[config.mk]
export PLATFORM = sky130hd
export DESIGN_NAME = dual_issue_pairer
export DESIGN_NICKNAME = d
export VERILOG_FILES = /design/src/rtl/pair_pkg.sv /design/src/rtl/pair_rules.sv /design/src/rtl/tag_counter.sv /design/src/rtl/lockstep_pipe.sv /design/src/rtl/dual_issue_pairer.sv
export SDC_FILE = /design/constraint.sdc
export NUM_CORES = 1
export LEC_CHECK = 0
export BUFFER_PORTS_ARGS = -buffer_cell sky130_fd_sc_hd__buf_2
export CAP_MARGIN = 5
export CELL_PAD_IN_SITES_DETAIL_PLACEMENT = 1
export CELL_PAD_IN_SITES_GLOBAL_PLACEMENT = 1
export CORE_ASPECT_RATIO = 1.75
export CORE_MARGIN = 4
export CORE_UTILIZATION = 35
export DETAILED_ROUTE_END_ITERATION = 12
export PLACE_DENSITY = 0.81
export SYNTH_ARGS = -nofsm -noshare
export SYNTH_HDL_FRONTEND = slang
export SYNTH_SLANG_ARGS = --single-unit
[constraint.sdc]
create_clock -name clk -period 2.07 [get_ports clk]
set_input_delay 0.1035 -clock clk [delete_from_list [all_inputs] [get_ports clk]]
set_output_delay 0.1035 -clock clk [all_outputs]
set_load 0.02 [all_outputs]
[src/rtl/pair_pkg.sv]
package pair_pkg;

   typedef enum logic [1:0] {
      CLS_ALU    = 2'b00,
      CLS_UONLY  = 2'b01,
      CLS_BRANCH = 2'b10,
      CLS_SOLO   = 2'b11
   } op_class_e;

   // Which classes are allowed in each position of a pair
   function automatic logic fits_primary(input logic [1:0] c);
      return (c == CLS_ALU) || (c == CLS_UONLY);
   endfunction

   function automatic logic fits_secondary(input logic [1:0] c);
      return (c == CLS_ALU) || (c == CLS_BRANCH);
   endfunction

endpackage

[src/rtl/pair_rules.sv]
module pair_rules
   import pair_pkg::*;
#(
   parameter int REG_W     = 5,
   parameter bit WAW_CHECK = 1'b1
) (
   input  logic             old_valid,
   input  logic [1:0]       old_class,
   input  logic [REG_W-1:0] old_dst,
   input  logic             old_dst_we,
   input  logic             yng_valid,
   input  logic [1:0]       yng_class,
   input  logic [REG_W-1:0] yng_src_a,
   input  logic [REG_W-1:0] yng_src_b,
   input  logic [REG_W-1:0] yng_dst,
   input  logic             yng_dst_we,
   output logic             pair_ok,
   output logic             single_ok
);

   if (REG_W < 1) begin : g_bad_regw
      $error("pair_rules: REG_W must be at least 1");
   end

   logic raw_hit;
   logic waw_hit;
   logic class_ok;

   assign raw_hit = old_dst_we && ((yng_src_a == old_dst) || (yng_src_b == old_dst));

   if (WAW_CHECK) begin : g_waw_on
      assign waw_hit = old_dst_we && yng_dst_we && (yng_dst == old_dst);
   end else begin : g_waw_off
      logic unused_waw;
      assign unused_waw = ^{yng_dst, yng_dst_we};
      assign waw_hit    = 1'b0;
   end

   assign class_ok  = fits_primary(old_class) && fits_secondary(yng_class);
   assign single_ok = old_valid;
   assign pair_ok   = old_valid && yng_valid && class_ok && !raw_hit && !waw_hit;

endmodule

[src/rtl/tag_counter.sv]
module tag_counter #(
   parameter int TAG_W = 6
) (
   input  logic             clk,
   input  logic             rst_n,
   input  logic [1:0]       step,
   output logic [TAG_W-1:0] cur
);

   if (TAG_W < 2) begin : g_bad_tagw
      $error("tag_counter: TAG_W must be at least 2");
   end

   localparam int PAD_W = TAG_W - 2;

   always_ff @(posedge clk or negedge rst_n) begin
      if (!rst_n) cur <= '0;
      else        cur <= cur + {{PAD_W{1'b0}}, step};
   end

   p_step_range_r1: assert property (@(posedge clk) disable iff (!rst_n)
      step != 2'd3);

endmodule

[src/rtl/lockstep_pipe.sv]
module lockstep_pipe #(
   parameter int W      = 8,
   parameter int STAGES = 3
) (
   input  logic         clk,
   input  logic         rst_n,
   input  logic         adv,
   input  logic [W-1:0] din,
   output logic [W-1:0] dout
);

   if (STAGES < 1) begin : g_bad_stages
      $error("lockstep_pipe: STAGES must be at least 1");
   end

   logic [W-1:0] stg [STAGES];
   logic [W-1:0] prv [STAGES];

   assign prv[0] = din;

   for (genvar s = 1; s < STAGES; s++) begin : g_link
      assign prv[s] = stg[s-1];
   end

   for (genvar s = 0; s < STAGES; s++) begin : g_stage
      if (s == STAGES - 1) begin : g_last
         // final stage emits a bubble whenever the pipes are frozen
         always_ff @(posedge clk or negedge rst_n) begin
            if (!rst_n)   stg[s] <= '0;
            else if (adv) stg[s] <= prv[s];
            else          stg[s] <= '0;
         end
      end else begin : g_mid
         always_ff @(posedge clk or negedge rst_n) begin
            if (!rst_n)   stg[s] <= '0;
            else if (adv) stg[s] <= prv[s];
         end
      end
   end

   assign dout = stg[STAGES-1];

endmodule

[src/rtl/dual_issue_pairer.sv]
module dual_issue_pairer
   import pair_pkg::*;
#(
   parameter int REG_W       = 5,
   parameter int TAG_W       = 6,
   parameter int POST_STAGES = 3,
   parameter bit WAW_CHECK   = 1'b1
) (
   input  logic             clk,
   input  logic             rst_n,
   input  logic             slot0_valid,
   input  logic [1:0]       slot0_class,
   input  logic [REG_W-1:0] slot0_dst,
   input  logic             slot0_dst_we,
   input  logic             slot1_valid,
   input  logic [1:0]       slot1_class,
   input  logic [REG_W-1:0] slot1_src_a,
   input  logic [REG_W-1:0] slot1_src_b,
   input  logic [REG_W-1:0] slot1_dst,
   input  logic             slot1_dst_we,
   input  logic             u_stall,
   input  logic             v_stall,
   output logic [1:0]       deq_count,
   output logic             u_valid,
   output logic [1:0]       u_class,
   output logic [TAG_W-1:0] u_tag,
   output logic             v_valid,
   output logic [1:0]       v_class,
   output logic [TAG_W-1:0] v_tag,
   output logic             ret0_valid,
   output logic [TAG_W-1:0] ret0_tag,
   output logic             ret1_valid,
   output logic [TAG_W-1:0] ret1_tag
);

   localparam int ENT_W = 2 + 2 * TAG_W;

   if (POST_STAGES < 1) begin : g_bad_post
      $error("dual_issue_pairer: POST_STAGES must be at least 1");
   end

   logic             pair_ok;
   logic             single_ok;
   logic             adv;
   logic             issue_u;
   logic             issue_v;
   logic [TAG_W-1:0] next_tag;
   logic [TAG_W-1:0] next_tag_p1;
   logic [ENT_W-1:0] ret_ent;

   pair_rules #(
      .REG_W     (REG_W),
      .WAW_CHECK (WAW_CHECK)
   ) i_rules (
      .old_valid  (slot0_valid),
      .old_class  (slot0_class),
      .old_dst    (slot0_dst),
      .old_dst_we (slot0_dst_we),
      .yng_valid  (slot1_valid),
      .yng_class  (slot1_class),
      .yng_src_a  (slot1_src_a),
      .yng_src_b  (slot1_src_b),
      .yng_dst    (slot1_dst),
      .yng_dst_we (slot1_dst_we),
      .pair_ok    (pair_ok),
      .single_ok  (single_ok)
   );

   assign adv       = !(u_stall || v_stall);
   assign issue_u   = adv && single_ok;
   assign issue_v   = adv && pair_ok;
   assign deq_count = issue_v ? 2'd2 : (issue_u ? 2'd1 : 2'd0);

   tag_counter #(.TAG_W(TAG_W)) i_tags (
      .clk   (clk),
      .rst_n (rst_n),
      .step  (deq_count),
      .cur   (next_tag)
   );

   assign next_tag_p1 = next_tag + TAG_W'(1);

   // First decode stage: the issue slots themselves
   always_ff @(posedge clk or negedge rst_n) begin
      if (!rst_n) begin
         u_valid <= 1'b0;
         u_class <= 2'b00;
         u_tag   <= '0;
         v_valid <= 1'b0;
         v_class <= 2'b00;
         v_tag   <= '0;
      end else if (adv) begin
         u_valid <= issue_u;
         u_class <= issue_u ? slot0_class : 2'b00;
         u_tag   <= issue_u ? next_tag : '0;
         v_valid <= issue_v;
         v_class <= issue_v ? slot1_class : 2'b00;
         v_tag   <= issue_v ? next_tag_p1 : '0;
      end
   end

   lockstep_pipe #(
      .W      (ENT_W),
      .STAGES (POST_STAGES)
   ) i_pipe (
      .clk   (clk),
      .rst_n (rst_n),
      .adv   (adv),
      .din   ({u_valid, u_tag, v_valid, v_tag}),
      .dout  (ret_ent)
   );

   assign {ret0_valid, ret0_tag, ret1_valid, ret1_tag} = ret_ent;

   // ---------------- assertions ----------------
   logic [TAG_W-1:0] u_tag_p1;
   logic [TAG_W-1:0] ret0_tag_p1;
   logic [TAG_W-1:0] last_ret;
   logic [TAG_W-1:0] last_ret_p1;
   logic             seen_ret;

   assign u_tag_p1    = u_tag + TAG_W'(1);
   assign ret0_tag_p1 = ret0_tag + TAG_W'(1);
   assign last_ret_p1 = last_ret + TAG_W'(1);

   always_ff @(posedge clk or negedge rst_n) begin
      if (!rst_n) begin
         seen_ret <= 1'b0;
         last_ret <= '0;
      end else if (ret0_valid) begin
         seen_ret <= 1'b1;
         last_ret <= ret1_valid ? ret1_tag : ret0_tag;
      end
   end

   p_v_class_r4: assert property (@(posedge clk) disable iff (!rst_n)
      v_valid |-> (v_class == CLS_ALU || v_class == CLS_BRANCH));

   p_v_needs_u_r3: assert property (@(posedge clk) disable iff (!rst_n)
      v_valid |-> u_valid);

   p_pair_tags_r8: assert property (@(posedge clk) disable iff (!rst_n)
      (u_valid && v_valid) |-> (v_tag == u_tag_p1));

   p_stall_hold_r6: assert property (@(posedge clk) disable iff (!rst_n)
      (u_stall || v_stall) |=> ($stable(u_valid) && $stable(u_tag) &&
                                $stable(v_valid) && $stable(v_tag)));

   p_ret_pair_r9: assert property (@(posedge clk) disable iff (!rst_n)
      ret1_valid |-> (ret0_valid && ret1_tag == ret0_tag_p1));

   p_ret_seq_r8: assert property (@(posedge clk) disable iff (!rst_n)
      (seen_ret && ret0_valid) |-> (ret0_tag == last_ret_p1));

endmodule

# Yosys cells after proc, flatten, opt, wreduce, memory -nomap -nowiden
# Cells that the tools add are included.
[word_totals] in_bits=32 register_bits=66 out_inout_bits=34
[classes] eq_ne=5 muxes=7 add_sub_neg=2 reduce_logical=19
[ops] cell="$eq A5 B5 Y1" n=3
[ops] cell="$mux W14" n=1
[ops] cell="$mux W6" n=2
[ops] cell="$logic_and A1 B1 Y1" n=10
[ops] cell="$add A6 B1 Y6 const B" n=1
[ops] cell="$add A6 B2 Y6" n=1
[ops] cell="$mux W2" n=3
[ops] cell="$logic_not A2 Y1" n=2
[ops] cell="$logic_or A1 B1 Y1" n=4
[ops] cell="$logic_not A1 Y1" n=3
[ops] cell="$eq A2 B1 Y1 const B" n=1
[ops] cell="$eq A2 B2 Y1 const B" n=1
[ops] cell="$mux W1" n=1

# Logic depth before layout (Yosys ltp)
# Gate-level depths: netlist of run 1.
[depth] word_depth=9 depth_mapped=9 depth_no_buf=9

# Modules after synthesis
# Synthesis of run 1 repeated with hierarchy kept, for this count alone.
[unflattened] hier_cells=218 area_unflattened_um2=2864.0
[modules_own_cells] module="lockstep_pipe" cells_each=89 seq_area_each_um2=1051.0 instances=1 area_per_inst_um2=1619.1
[modules_own_cells] module="dual_issue_pairer" cells_each=87 seq_area_each_um2=450.4 instances=1 area_per_inst_um2=804.5
[modules_own_cells] module="tag_counter" cells_each=17 seq_area_each_um2=150.1 instances=1 area_per_inst_um2=252.7
[modules_own_cells] module="pair_rules" cells_each=25 seq_area_each_um2=0.0 instances=1 area_per_inst_um2=187.7

# Worst setup path after synthesis of run 1
# Ideal clock, no wire load.
[synth_path] path_kind="input -> register" startpoint="in slot0_dst[0]" endpoint="reg i_tags.cur[5]" setup_time_ns=0.079 path_stages=9 arrival_time_ns=1.994 t_required_ns=1.991 slack_ns=-0.003 path_cell_list="xor2_1 nor4_2 a31oi_2 a21oi_1 ha_1 a21oi_1 nor2b_1 and3_1 xor2_1"
[synth_between] elab_chain_len=9
[synth_lines] item="from (decl)" line="dual_issue_pairer.sv:13" source="input logic [REG_W-1:0] slot0_dst,"
[synth_lines] item="$eq A5 B5 Y1" line="pair_rules.sv:29" source="assign raw_hit = old_dst_we && ((yng_src_a == old_dst) || (yng_src_b == old_dst));"
[synth_lines] item="$logic_or A1 B1 Y1" line="pair_rules.sv:29"
[synth_lines] item="$logic_and A1 B1 Y1" line="pair_rules.sv:29"
[synth_lines] item="$logic_not A1 Y1" line="pair_rules.sv:41" source="assign pair_ok = old_valid && yng_valid && class_ok && !raw_hit && !waw_hit;"
[synth_lines] item="$logic_and A1 B1 Y1" line="pair_rules.sv:41"
[synth_lines] item="$logic_and A1 B1 Y1 *" line="pair_rules.sv:41"
[synth_lines] item="$logic_and A1 B1 Y1 *" line="dual_issue_pairer.sv:71" source="assign issue_v = adv && pair_ok;"
[synth_lines] item="$mux W2 *" line="dual_issue_pairer.sv:72" source="assign deq_count = issue_v ? 2'd2 : (issue_u ? 2'd1 : 2'd0);"
[synth_lines] item="named net deq_count[0]" line="dual_issue_pairer.sv:23" source="output logic [1:0] deq_count,"
[synth_lines] item="$add A6 B2 Y6 *" line="tag_counter.sv:18" source="else cur <= cur + {{PAD_W{1'b0}}, step};"
[synth_lines] item="to (signal assigned)" line="tag_counter.sv:18"
[synth_lines] item="to (decl)" line="tag_counter.sv:7" source="output logic [TAG_W-1:0] cur"
# The timed path passes the listed nets; every way through them passes the cells marked *.
# A chain may end at the register's enable or synchronous reset.

# Final worst setup path of run 1
[layout_path] startpoint="in slot0_dst[0]" endpoint="reg i_tags.cur[5]"
[layout_between] elab_chain_len=9
[layout_lines] item="$eq A5 B5 Y1" line="pair_rules.sv:29"
[layout_lines] item="$logic_or A1 B1 Y1" line="pair_rules.sv:29"
[layout_lines] item="$logic_and A1 B1 Y1" line="pair_rules.sv:29"
[layout_lines] item="$logic_not A1 Y1" line="pair_rules.sv:41"
[layout_lines] item="$logic_and A1 B1 Y1" line="pair_rules.sv:41"
[layout_lines] item="$logic_and A1 B1 Y1 *" line="pair_rules.sv:41"
[layout_lines] item="$logic_and A1 B1 Y1 *" line="dual_issue_pairer.sv:71"
[layout_lines] item="$mux W2 *" line="dual_issue_pairer.sv:72"
[layout_lines] item="$add A6 B2 Y6 *" line="tag_counter.sv:18"
# Mark *: on every way between the ends. The rest lies on a longest branch, timed or not.

==> summary.md, run 1 <==
| Metric | Value |
|---|---|
| Commonest non-fill, non-tap cell in the layout | nand2_1 |
| CTS resizes | 0 |
| Synth Area per Inst | 10.1 um^2 |
| Antenna violations before repair | 0 |
| Mapped Area | 2800 um^2 |
| Crit path launch type | input port |
| DRT Pass-1 Iters | 4 |
| Chip width | 75.6 um |
| Reg area | 1650 um^2 |
| Power Dens Cells | 1030 nW/um^2 |
| Core area | 7670 um^2 |
| Clock Sinks | 66 |
| Synth-to-layout area growth | 23.3% |
| Worst EP arrival | 1.93 ns |
| RSZ-0062 raised after global routing | no |
| Detailed router's first-iteration violation count | 144 |
| Max-cap violations | 0 |
| Clk root buf | clkbuf_16 |
| # setup viols final | 0 |
| Number of synthesized register bits | 66 |
| CTS tree | yes |
| DR vias | 2056 |
| Multi-input logic area | 1020 um^2 |
| Routed vias/inst | 4.80 |
| Routed Antenna Nets | 0 |
| Final-report hold violation count | 0 |
| Min-delay worst type | input port to flop |
| Largest net degree at the start of global routing | 67 |
| Critical path capture point type | flop |
| Worst-skew pair later-pin latency | 0.33 ns |
| Largest stage delay, worst path | 0.35 ns |
| Drt drc | 0 |
| Layout cell share with drive strength beyond 1 | 27.1% |
| WP data required | 2.28 ns |
| FP Rows | 42 |
| CTS Buf Count | 9 |
| Final HPWL DP | 4.35 mm |
| Die area | 9560 um^2 |
| Period utilisation layout | 83.2% |
| Commonest non-fill, non-tap cells in the layout | nand2_1 (106), dfrtp_1 (66), buf_2 (65), xnor2_1 (15), and2_1 (15) |
| Most frequent cell on the critical path | xor2_1 |
| Vias in the first global route | 2298 |
| Starting Density | 36.5% |
| Clock slew at reported path FFs | 0.05 ns |
| Die Ht | 126 um |
| Slew Limit Fails | 0 |
| Crit path cell chain | buf_2, xor2_1, nor4_2, a31o_2, nor2_1, ha_1, a21oi_1, nor2b_1, and3_1, xor2_1 |
| GP Congestion | 0.817 |
| I/O Buffers | 65 |
| CP max FO | 3 |
| CTS max path bufs | 2 |
| Gr usage total | 14.7% |
| NumNets Final | 371 |
| Tmin final | 1.72 ns |
| Post-Layout Inst Area | 3460 um^2 |
| Ports | 66 |
| Pleak | 0.00192 uW |
| Placed standard-cell area | 3150 um^2 |
| Slew headroom | 44.5% |
| WL per Instance | 14.5 um |
| Worst path slowest cell | nor4_2 |
| Syn nets | 314 |
| Maximum clock frequency | 581 MHz |
| Crit Path Category | input port to flop |
| Final wirelength | 6.20 mm |
| Sequential-to-total area share from yosys stat | 58.9% |
| Worst Clk Skew | 0.00624 ns |
| Total of warnings raised by yosys | 0 |
| Antenna cells | 0 |
| Max H-tree Level | 3 |
| Final design utilization | 45.1% |
| Synth Instances | 278 |
| First-pass GRT wire length | 10.7 mm |
| GRT Residual Overflow | 0 |
| Slew @ Worst Pin | 0.833 ns |
| Distinct cells, synth | 26 |
| Outcome | finished, final reports clean |
| # fillers | 903 |
| IR Drop Worst-Case VDD | 0.501 mV |
-- what timing repair did --
| item | 4_1_cts | 5_1_grt |
|---|---|---|
| buffers inserted | 0 | 0 |
| hold endpoints to repair | 67 | 0 |
| hold buffers | 2 | 0 |
-- kinds of logic (layout without fill, tap and decap cells) --
logic type / count (synthesis) / in the layout / share of synthesized area, %
fa+ha+maj: 4 / 4 / 2.05
simple gates: 145 / 145 / 22.3
flops: 66 / 66 / 58.9
xor+xnor: 23 / 23 / 7.19
compound gates: 14 / 14 / 4.33
buf+inv: 26 / 88 / 5.22
-- cell type report --
| cell class | instances | share of cell area, % |
|---|---|---|
| clock buffers | 14 | 7.93 |
| flip-flops and latches | 66 | 47.8 |
| well taps | 88 | 3.18 |
| clock inverters | 2 | 0.290 |
| multi-input cells | 186 | 29.4 |
| repair buffers | 72 | 11.4 |
-- per-layer routing --
metal  share of wire, %  vias to the layer above  track usage, %
met5                  0                        -               0
met4                2.8                        0            7.93
met3                5.5                       13            4.12
met2                 55                       57            24.9
met1                 37                     1000            16.2
li1                   -                      986               -
-- Yosys cell counts --
cell type,instances,area share [%]
nand2_1,106,14
o21ai_0,1,0.18
o22a_1,1,0.31
o22ai_1,1,0.22
a32o_2,2,0.80
a21oi_1,2,0.36
and3_1,2,0.45
nor2_1,3,0.40
nand3_1,13,2.3
dfrtp_1,66,59
nor2b_1,1,0.22
o31ai_1,1,0.27
a31o_2,1,0.31
ha_1,3,1.3
a32o_1,4,1.4
clkbuf_1,12,1.6
xnor2_1,15,4.7
nor4_2,1,0.45
or2_2,1,0.22
and2_1,15,3.3
xor2_1,8,2.5
nand4_1,3,0.67
a31oi_2,1,0.45
buf_4,13,3.5
buf_1,1,0.13
fa_1,1,0.71
-- through the flow --
step	hold WS, ns	power [uW]	setup TNS (ns)	worst slack, ns	std cells
after floorplan	-0.192	1960	0	0.145	278
after global placement	0.140	2120	0	0.0733	410
after detailed placement	0.151	2150	-0.00400	-0.00400	410
after CTS	0.0179	3600	0	0.341	428
after global routing	0.0267	3740	0	0.202	428
final	0.0239	3550	0	0.348	428
-- where the power goes --
part           total, uW  leakage (uW)  internal [uW]  switching [uW]
logic                494      0.000878            206             288
registers           1630      0.000898           1450             176
clock network       1420      0.000143            904             518
total               3550       0.00192           2560             982
-- registers in the layout, indices dropped and copies added, names as in the netlist --
register	count
v_class	2
u_class	2
i_pipe.dout	14
v_tag	6
v_valid	1
i_pipe.prv	28
i_tags.cur	6
u_valid	1
u_tag	6
-- worst max-delay path, delay by kind of cell --
family                     cells  cell delay [ns]
and+or+nand+nor                4             0.70
AOI/OAI and AO/OA              2             0.38
adders and majority gates      1             0.31
xor gates and xnor gates       2             0.29
buffers and inverters          1             0.12
-- worst paths after layout --
path / slack, ns / cells past startpoint / end / start
setup / recovery: 0.35 / 10 / i_tags.cur[5] / slot0_dst[0]
hold / removal: 0.02 / 2 / v_class[1] / slot1_class[1]
setup reg to reg: 0.58 / 4 / i_tags.cur[4] / i_tags.cur[0]
hold reg to reg: 0.46 / 2 / i_pipe.prv[7] / i_pipe.prv[7]
max in group asynchronous: 1.46 / 3 / v_valid / rst_n
min in group asynchronous: 0.32 / 3 / u_class[0] / rst_n
No activity file was read; power rests on OpenSTA's default activity.
==> run 2, diff against run 1 <==
--- a/config.mk
+++ b/config.mk
@@ -5,6 +5,7 @@
 export SDC_FILE = /design/constraint.sdc
 export NUM_CORES = 1
 export LEC_CHECK = 0
+export ABC_AREA = 1
 export BUFFER_PORTS_ARGS = -buffer_cell sky130_fd_sc_hd__buf_2
 export CAP_MARGIN = 5
 export CELL_PAD_IN_SITES_DETAIL_PLACEMENT = 1
@@ -13,7 +14,7 @@
 export CORE_MARGIN = 4
 export CORE_UTILIZATION = 35
 export DETAILED_ROUTE_END_ITERATION = 12
-export PLACE_DENSITY = 0.81
+export PLACE_DENSITY = 0.85
 export SYNTH_ARGS = -nofsm -noshare
 export SYNTH_HDL_FRONTEND = slang
 export SYNTH_SLANG_ARGS = --single-unit
==> constraint.sdc (replaced) <==
create_clock -name clk -period 1.4 [get_ports clk]
set_input_delay 0.07 -clock clk [delete_from_list [all_inputs] [get_ports clk]]
set_output_delay 0.07 -clock clk [all_outputs]
set_load 0.02 [all_outputs]
==> summary.md, run 2 <==
| Metric | Value |
|---|---|
| Slew @ Worst Pin | 0.441 ns (-0.392 ns) |
| Outcome | finished, final reports clean |
| Worst-skew pair later-pin latency | 0.33 ns (about the same) |
| Top post-synthesis cells by count | nand2_1 (102), dfrtp_1 (66), inv_1 (39) |
| Sequential-to-total area share from yosys stat | 56.7% (-2.2 points) |
| Worst Clk Skew | 0.00445 ns (-0.00179 ns) |
| Crit path launch type | input port |
| Maximum clock frequency | 734 MHz |
| Detailed router's first-iteration violation count | 133 (-7.6%) |
| Top-count cell post-synth | nand2_1 |
| Mapped Area | 2910 um^2 (+3.9%) |
| Synth Instances | 331 (+19%) |
| Routed vias/inst | 4.81 (+0.11%) |
| First-pass GRT wire length | 12.2 mm (+15%) |
| Area contributors post-synth | dfrtp_1 (57%), nand2_1 (13%), inv_1 (5.0%) |
| Ports | 66 (unchanged) |
| GP Congestion | 0.780 (-4.5%) |
| Final HPWL DP | 5.21 mm (+20%) |
| Tmin final | 1.36 ns |
| Number of synthesized register bits | 66 (unchanged) |
| Power Dens Cells | 1530 nW/um^2 (+49%) |
| Worst path depth | 13 (+3) |
| Distinct cells, synth | 25 (-3.8%) |
| Vias in the first global route | 2574 (+12%) |
| Clock Sinks | 66 (unchanged) |
| Max H-tree Level | 3 (unchanged) |
| WHS Path Cells | 3 (+1) |
| Antenna cells | 0 (unchanged) |
| Pleak | 0.00209 uW (+8.7%) |
| Final wirelength | 7.47 mm (+21%) |
| Max-cap violations | 0 (unchanged) |
| CTS tree | yes |
| Syn nets | 367 (+17%) |
| Gr usage total | 16.2% (+1.4 points) |
| FP Rows | 43 (+2.4%) |
| Asr flop ratio synth | 100% (unchanged) |
| Post-Layout Inst Area | 3850 um^2 (+11%) |
| Area leader, netlist | dfrtp_1 |
| Critical path capture point type | flop |
| Antenna violations before repair | 0 (unchanged) |
| Chip width | 77.0 um (+1.7%) |
| Layout cell share with drive strength beyond 1 | 34.1% (+7.0 points) |
| # fillers | 931 (+3.1%) |
| CTS Buf Count | 9 (unchanged) |
| CTS max path bufs | 2 (unchanged) |
| Synth top area share | 56.7% (-2.2 points) |
| Synth-to-layout area growth | 32.0% |
| Placed standard-cell area | 3360 um^2 (+6.5%) |
| Period utilisation layout | 97.3% |
| Synth Area per Inst | 8.80 um^2 (-13%) |
| Commonest non-fill, non-tap cell in the layout | nand2_1 |
| Clock slew at reported path FFs | 0.05 ns (about the same) |
| Min-delay worst type | input port to flop |
| Core area | 8020 um^2 (+4.5%) |
| Most used DFF post-synth | dfrtp_1 |
| Final-report hold violation count | 0 (unchanged) |
| IR Drop Worst-Case VDD | 0.680 mV (+36%) |
| Starting Density | 36.3% (-0.19 points) |
| Number of synthesized flops with an enable pin | 0 (unchanged) |
| Largest net degree at the start of global routing | 50 (-25%) |
| WP data required | 1.65 ns (-0.63 ns) |
| Drt drc | 0 (unchanged) |
| Die Ht | 129 um (+1.8%) |
| GRT Residual Overflow | 0 (unchanged) |
| Crit-path leading delay family | adder cells |
| Worst path slowest cell | fa_2 |
| Worst EP arrival | 1.61 ns (-0.32 ns) |
| DRT Pass-1 Iters | 4 (unchanged) |
| Clk root buf | clkbuf_16 |
| DR vias | 2366 (+15%) |
| Crit path cell chain | buf_2, nand2_4, inv_2, nor2_2, nor2_1, nand3_1, nand3_2, nand2_4, a21oi_4, ha_4, fa_2, nand3_2, xor2_1 |
| NumNets Final | 433 (+17%) |
| Max reg flops | 28 (unchanged) |
| Slew headroom | 70.6% (+26 points) |
| WL per Instance | 15.2 um (+4.9%) |
| Slew Limit Fails | 0 (unchanged) |
| Worst Reg2Reg Path Length in Cells | 4 (unchanged) |
| Total of warnings raised by yosys | 0 (unchanged) |
| Crit Path Category | input port to flop |
| I/O Buffers | 65 (unchanged) |
| Routed Antenna Nets | 0 (unchanged) |
| CP max FO | 3 (unchanged) |
| # setup viols final | 0 (unchanged) |
| Die area | 9900 um^2 (+3.6%) |
| Bufs and invs on worst path | 2 (+1) |
| Commonest non-fill, non-tap cells in the layout | nand2_1 (90), dfrtp_1 (64), buf_2 (56), inv_1 (34), o21ai_0 (25) |
| Pwr Total | 5870 uW (+66%) |
| Largest stage delay, worst path | 0.40 ns (+0.05 ns) |
-- run 2: cell types whose count changed in the layout (fill, tap and decap cells not counted), moves of 9 or more --
cell,before,now
inv_1,0,34
o21ai_0,1,25
nor2_1,2,20
nand2_1,106,90
and2_1,15,0
xnor2_1,15,2
nand2_2,0,11
buf_2,65,56
-- run 2: per-layer routing --
metal | up-vias | global-route usage (%) | part of all wire, %
met5 | - | 0 | 0
met1 | 1162 | 15.3 | 34
met3 | 17 | 3.85 | 4.3
met2 | 69 | 31.6 | 58
met4 | 0 | 8.43 | 3.2
li1 | 1118 | - | -
-- run 2: layout make-up --
class | count | area [um^2] | share of cell area (%)
Sequential cell | 66 | 1650 | 43.0
Multi-Input combinational cell | 196 | 1060 | 27.5
Timing Repair Buffer | 79 | 524 | 13.6
Clock buffer | 11 | 243 | 6.31
Inverter | 45 | 176 | 4.59
Tap cell | 90 | 113 | 2.93
Clock inverter | 5 | 77.6 | 2.02
-- run 2: kinds of logic after synthesis --
group | count (synthesis) | share of synthesized area [%]
AOI/OAI and AO/OA | 29 | 5.20
DFF | 66 | 56.7
xor gates and xnor gates | 11 | 3.31
buffers and inverters | 69 | 10.9
adders and majority gates | 4 | 1.98
and+or+nand+nor | 152 | 22.0
-- run 2: worst paths after layout --
path	start	endpoint	slack [ns]
max	slot1_src_b[0]	i_tags.cur[4]	0.04
min	slot1_class[1]	v_class[1]	0.005
max reg2reg	i_tags.cur[0]	i_tags.cur[4]	0.07
min reg2reg	u_class[0]	u_class[0]	0.47
max in group asynchronous	rst_n	i_tags.cur[0]	0.55
min in group asynchronous	rst_n	i_pipe.prv[22]	0.24
-- run 2: repair_timing --
action                                  CTS  global route
endpoints found under the hold margin    18             0
gates resized for setup                   0            48
endpoints found under the setup margin    0             7
buffers inserted                          0             2
hold buffers                              2             0
-- run 2: worst min-delay path, delay by kind of cell --
kind          cells  cell delay (ns)
simple gates      2             0.15
buf+inv           1             0.08
-- run 2: where the power goes --
group	internal [uW]	switching, uW	total [uW]
registers	2200	276	2480
logic	392	619	1010
clock network	1600	787	2390
-- run 2: stage by stage --
step / utilization, % / std cells / setup TNS (ns) / setup slack [ns] / hold WS [ns]
detailed placement: 41.9 / 472 / -1.47 / -0.316 / 0.0337
floorplan: - / 331 / -0.786 / -0.243 / -0.226
finish: 48.0 / 492 / 0 / 0.0374 / 0.00502
CTS: 46.2 / 490 / 0 / 0.0303 / 0.0183
global placement: 41.9 / 472 / -1.08 / -0.232 / 0.0225
global route: 48.0 / 492 / -0.0524 / -0.0416 / 0.0183
==> run 3, diff against run 2 <==
--- a/config.mk
+++ b/config.mk
@@ -15,6 +15,7 @@
 export CORE_UTILIZATION = 35
 export DETAILED_ROUTE_END_ITERATION = 12
 export PLACE_DENSITY = 0.85
+export RECOVER_POWER = 50
 export SYNTH_ARGS = -nofsm -noshare
 export SYNTH_HDL_FRONTEND = slang
 export SYNTH_SLANG_ARGS = --single-unit
==> summary.md, run 3 (same netlist as run 2, synthesis figures left out) <==
| Metric | Value |
|---|---|
| Worst EP arrival | 1.61 ns (about the same) |
| Period utilisation layout | 97.3% (unchanged) |
| Switching Share | 28.6% (about the same) |
| Worst Reg2Reg Path Length in Cells | 4 (unchanged) |
| Worst path slowest cell | fa_2 |
| Layout cell share with drive strength beyond 1 | 33.8% (-0.25 points) |
| First-pass GRT wire length | 12.2 mm (unchanged) |
| Final HPWL DP | 5.21 mm (unchanged) |
| Commonest non-fill, non-tap cell in the layout | nand2_1 |
| Switching power | 1680 uW (about the same) |
| CTS tree | yes |
| Met3 GRT Util | 3.85% (unchanged) |
| Gr usage total | 16.2% (unchanged) |
| FP Rows | 43 (unchanged) |
| Worst path depth | 13 (unchanged) |
| Crit Path Category | input port to flop |
| CTS Buf Count | 9 (unchanged) |
| Met2 usage | 31.6% (unchanged) |
| Drt drc | 0 (unchanged) |
| Pleak | 0.00208 uW (-0.13%) |
| Detailed router's first-iteration violation count | 133 (unchanged) |
| Core area | 8020 um^2 (unchanged) |
| Ports | 66 (unchanged) |
| CTS max path bufs | 2 (unchanged) |
| Clock Power Share | 40.6% (about the same) |
| # setup viols final | 0 (unchanged) |
| Routed vias/inst | 4.81 (unchanged) |
| I/O Buffers | 65 (unchanged) |
| Commonest non-fill, non-tap cells in the layout | nand2_1 (90), dfrtp_1 (64), buf_2 (55), inv_1 (34), o21ai_0 (25) |
| Maximum clock frequency | 734 MHz (unchanged) |
| Largest stage delay, worst path | 0.40 ns (about the same) |
| CP max FO | 3 (unchanged) |
| Hold Path End | v_class[1] |
| Crit path cell chain | buf_2, nand2_4, inv_2, nor2_2, nor2_1, nand3_1, nand3_2, nand2_4, a21oi_4, ha_4, fa_2, nand3_2, xor2_1 |
| Clk root buf | clkbuf_16 |
| Crit path launch type | input port |
| Routed Antenna Nets | 0 (unchanged) |
| Max-cap violations | 0 (unchanged) |
| Max reg flops | 28 (unchanged) |
| Post-Layout Inst Area | 3840 um^2 (about the same) |
| Power Dens Cells | 1530 nW/um^2 (about the same) |
| Crit Reg-Reg Startpoint | i_tags.cur[0] |
| Bufs and invs on worst path | 2 (unchanged) |
| Critical path capture point type | flop |
| NumNets Final | 433 (unchanged) |
| DRT Pass-1 Iters | 4 (unchanged) |
| Met1 usage | 15.3% (unchanged) |
| Placed standard-cell area | 3360 um^2 (unchanged) |
| Most Crowded Layer GR | met2 |
| Slew headroom | 70.6% (unchanged) |
| Vias in the first global route | 2574 (unchanged) |
| GRT Residual Overflow | 0 (unchanged) |
| # fillers | 932 (+0.11%) |
| Chip width | 77.0 um (unchanged) |
| Min-delay worst type | input port to flop |
| WP data required | 1.65 ns (about the same) |
| Die area | 9900 um^2 (unchanged) |
| Max H-tree Level | 3 (unchanged) |
| Final wirelength | 7.47 mm (unchanged) |
| Starting Density | 36.3% (unchanged) |
| GP Congestion | 0.780 (unchanged) |
| Die Ht | 129 um (unchanged) |
| WHS Path Cells | 3 (unchanged) |
| Clock slew at reported path FFs | 0.05 ns (about the same) |
| Clock Sinks | 66 (unchanged) |
| Tmin final | 1.36 ns (unchanged) |
| DR vias | 2366 (unchanged) |
| Largest net degree at the start of global routing | 50 (unchanged) |
| Slew @ Worst Pin | 0.441 ns (unchanged) |
| Crit-path leading delay family | adder cells |
| Worst Clk Skew | 0.00445 ns (unchanged) |
| Antenna cells | 0 (unchanged) |
| R2R Path End | i_tags.cur[4] |
| WL per Instance | 15.2 um (unchanged) |
| Internal | 4190 uW (about the same) |
| Synth-to-layout area growth | 32.0% (about the same) |
| R2r setup slk | 0.07 ns (about the same) |
| IR Drop Worst-Case VDD | 0.680 mV (unchanged) |
| Logic pwr share | 17.2% (about the same) |
| Antenna violations before repair | 0 (unchanged) |
| Slew Limit Fails | 0 (unchanged) |
| Final design utilization | 48.0% (about the same) |
| Final-report hold violation count | 0 (unchanged) |
| Worst Min Path Start | slot1_class[1] |
| Outcome | finished, final reports clean |
| Sequential share of power | 42.2% (about the same) |
| Worst-skew pair later-pin latency | 0.33 ns (about the same) |
## run 3: changes by cell type in the layout (fill, tap and decap cells not counted), sizes merged
cell / previous run / this run
buf: 77 / 76
clkbuf: 11 / 12
## run 3: layout make-up
class / count / area, um^2 / share of cell area, %
well taps: 90 / 113 / 2.93
clock inverters: 5 / 77.6 / 2.02
repair buffers: 79 / 523 / 13.6
multi-input cells: 196 / 1060 / 27.5
inverters: 45 / 176 / 4.59
clock buffers: 11 / 243 / 6.31
flip-flops and latches: 66 / 1650 / 43.0
## run 3: worst max-delay path by stage
stage | from | endpoint | slack [ns]
6_report | slot1_src_b[0] | i_tags.cur[4] | 0.04
5_1_grt | slot1_src_b[0] | i_tags.cur[4] | -0.04
4_1_cts | slot0_dst[0] | i_tags.cur[3] | 0.03
3_5_place_dp | slot0_dst[0] | i_tags.cur[3] | -0.32
3_3_place_gp | u_stall | i_tags.cur[4] | -0.23
2_1_floorplan | u_stall | i_tags.cur[4] | -0.24
## run 3: per-layer routing
metal | up-vias | part of all wire (%)
met5 | - | 0
met2 | 69 | 58
met1 | 1162 | 34
li1 | 1118 | -
met4 | 0 | 3.2
met3 | 17 | 4.3
## run 3: stage by stage
stage	setup slack [ns]	hold slack [ns]	std cells	power [uW]	TNS, ns
2_1_floorplan	-0.243	-0.226	331	3130	-0.786
3_3_place_gp	-0.232	0.0225	472	3370	-1.08
3_5_place_dp	-0.316	0.0337	472	3470	-1.47
4_1_cts	0.0303	0.0183	490	5900	0
5_1_grt	-0.0416	0.0183	492	6200	-0.0524
6_report	0.0374	0.00502	492	5870	0
## run 3: power by group through the flow
stage	sequential [uW]	clock, uW	combinational (uW)
final	2480	2390	1010
after global routing	2520	2540	1140
after CTS	2480	2440	989
after detailed placement	2500	0	964
after global placement	2480	0	889
after floorplan	2400	0	727
## run 3: repair_timing
item,CTS,global route
setup buffers,0,2
setup endpoints to repair,0,7
hold buffers,2,0
endpoints found under the hold margin,18,0
resized for setup,0,48
## run 3: worst min-delay path: stages
cell and delay [ns]:
buf_2 0.08, nand3_1 0.08, nand2_1 0.07
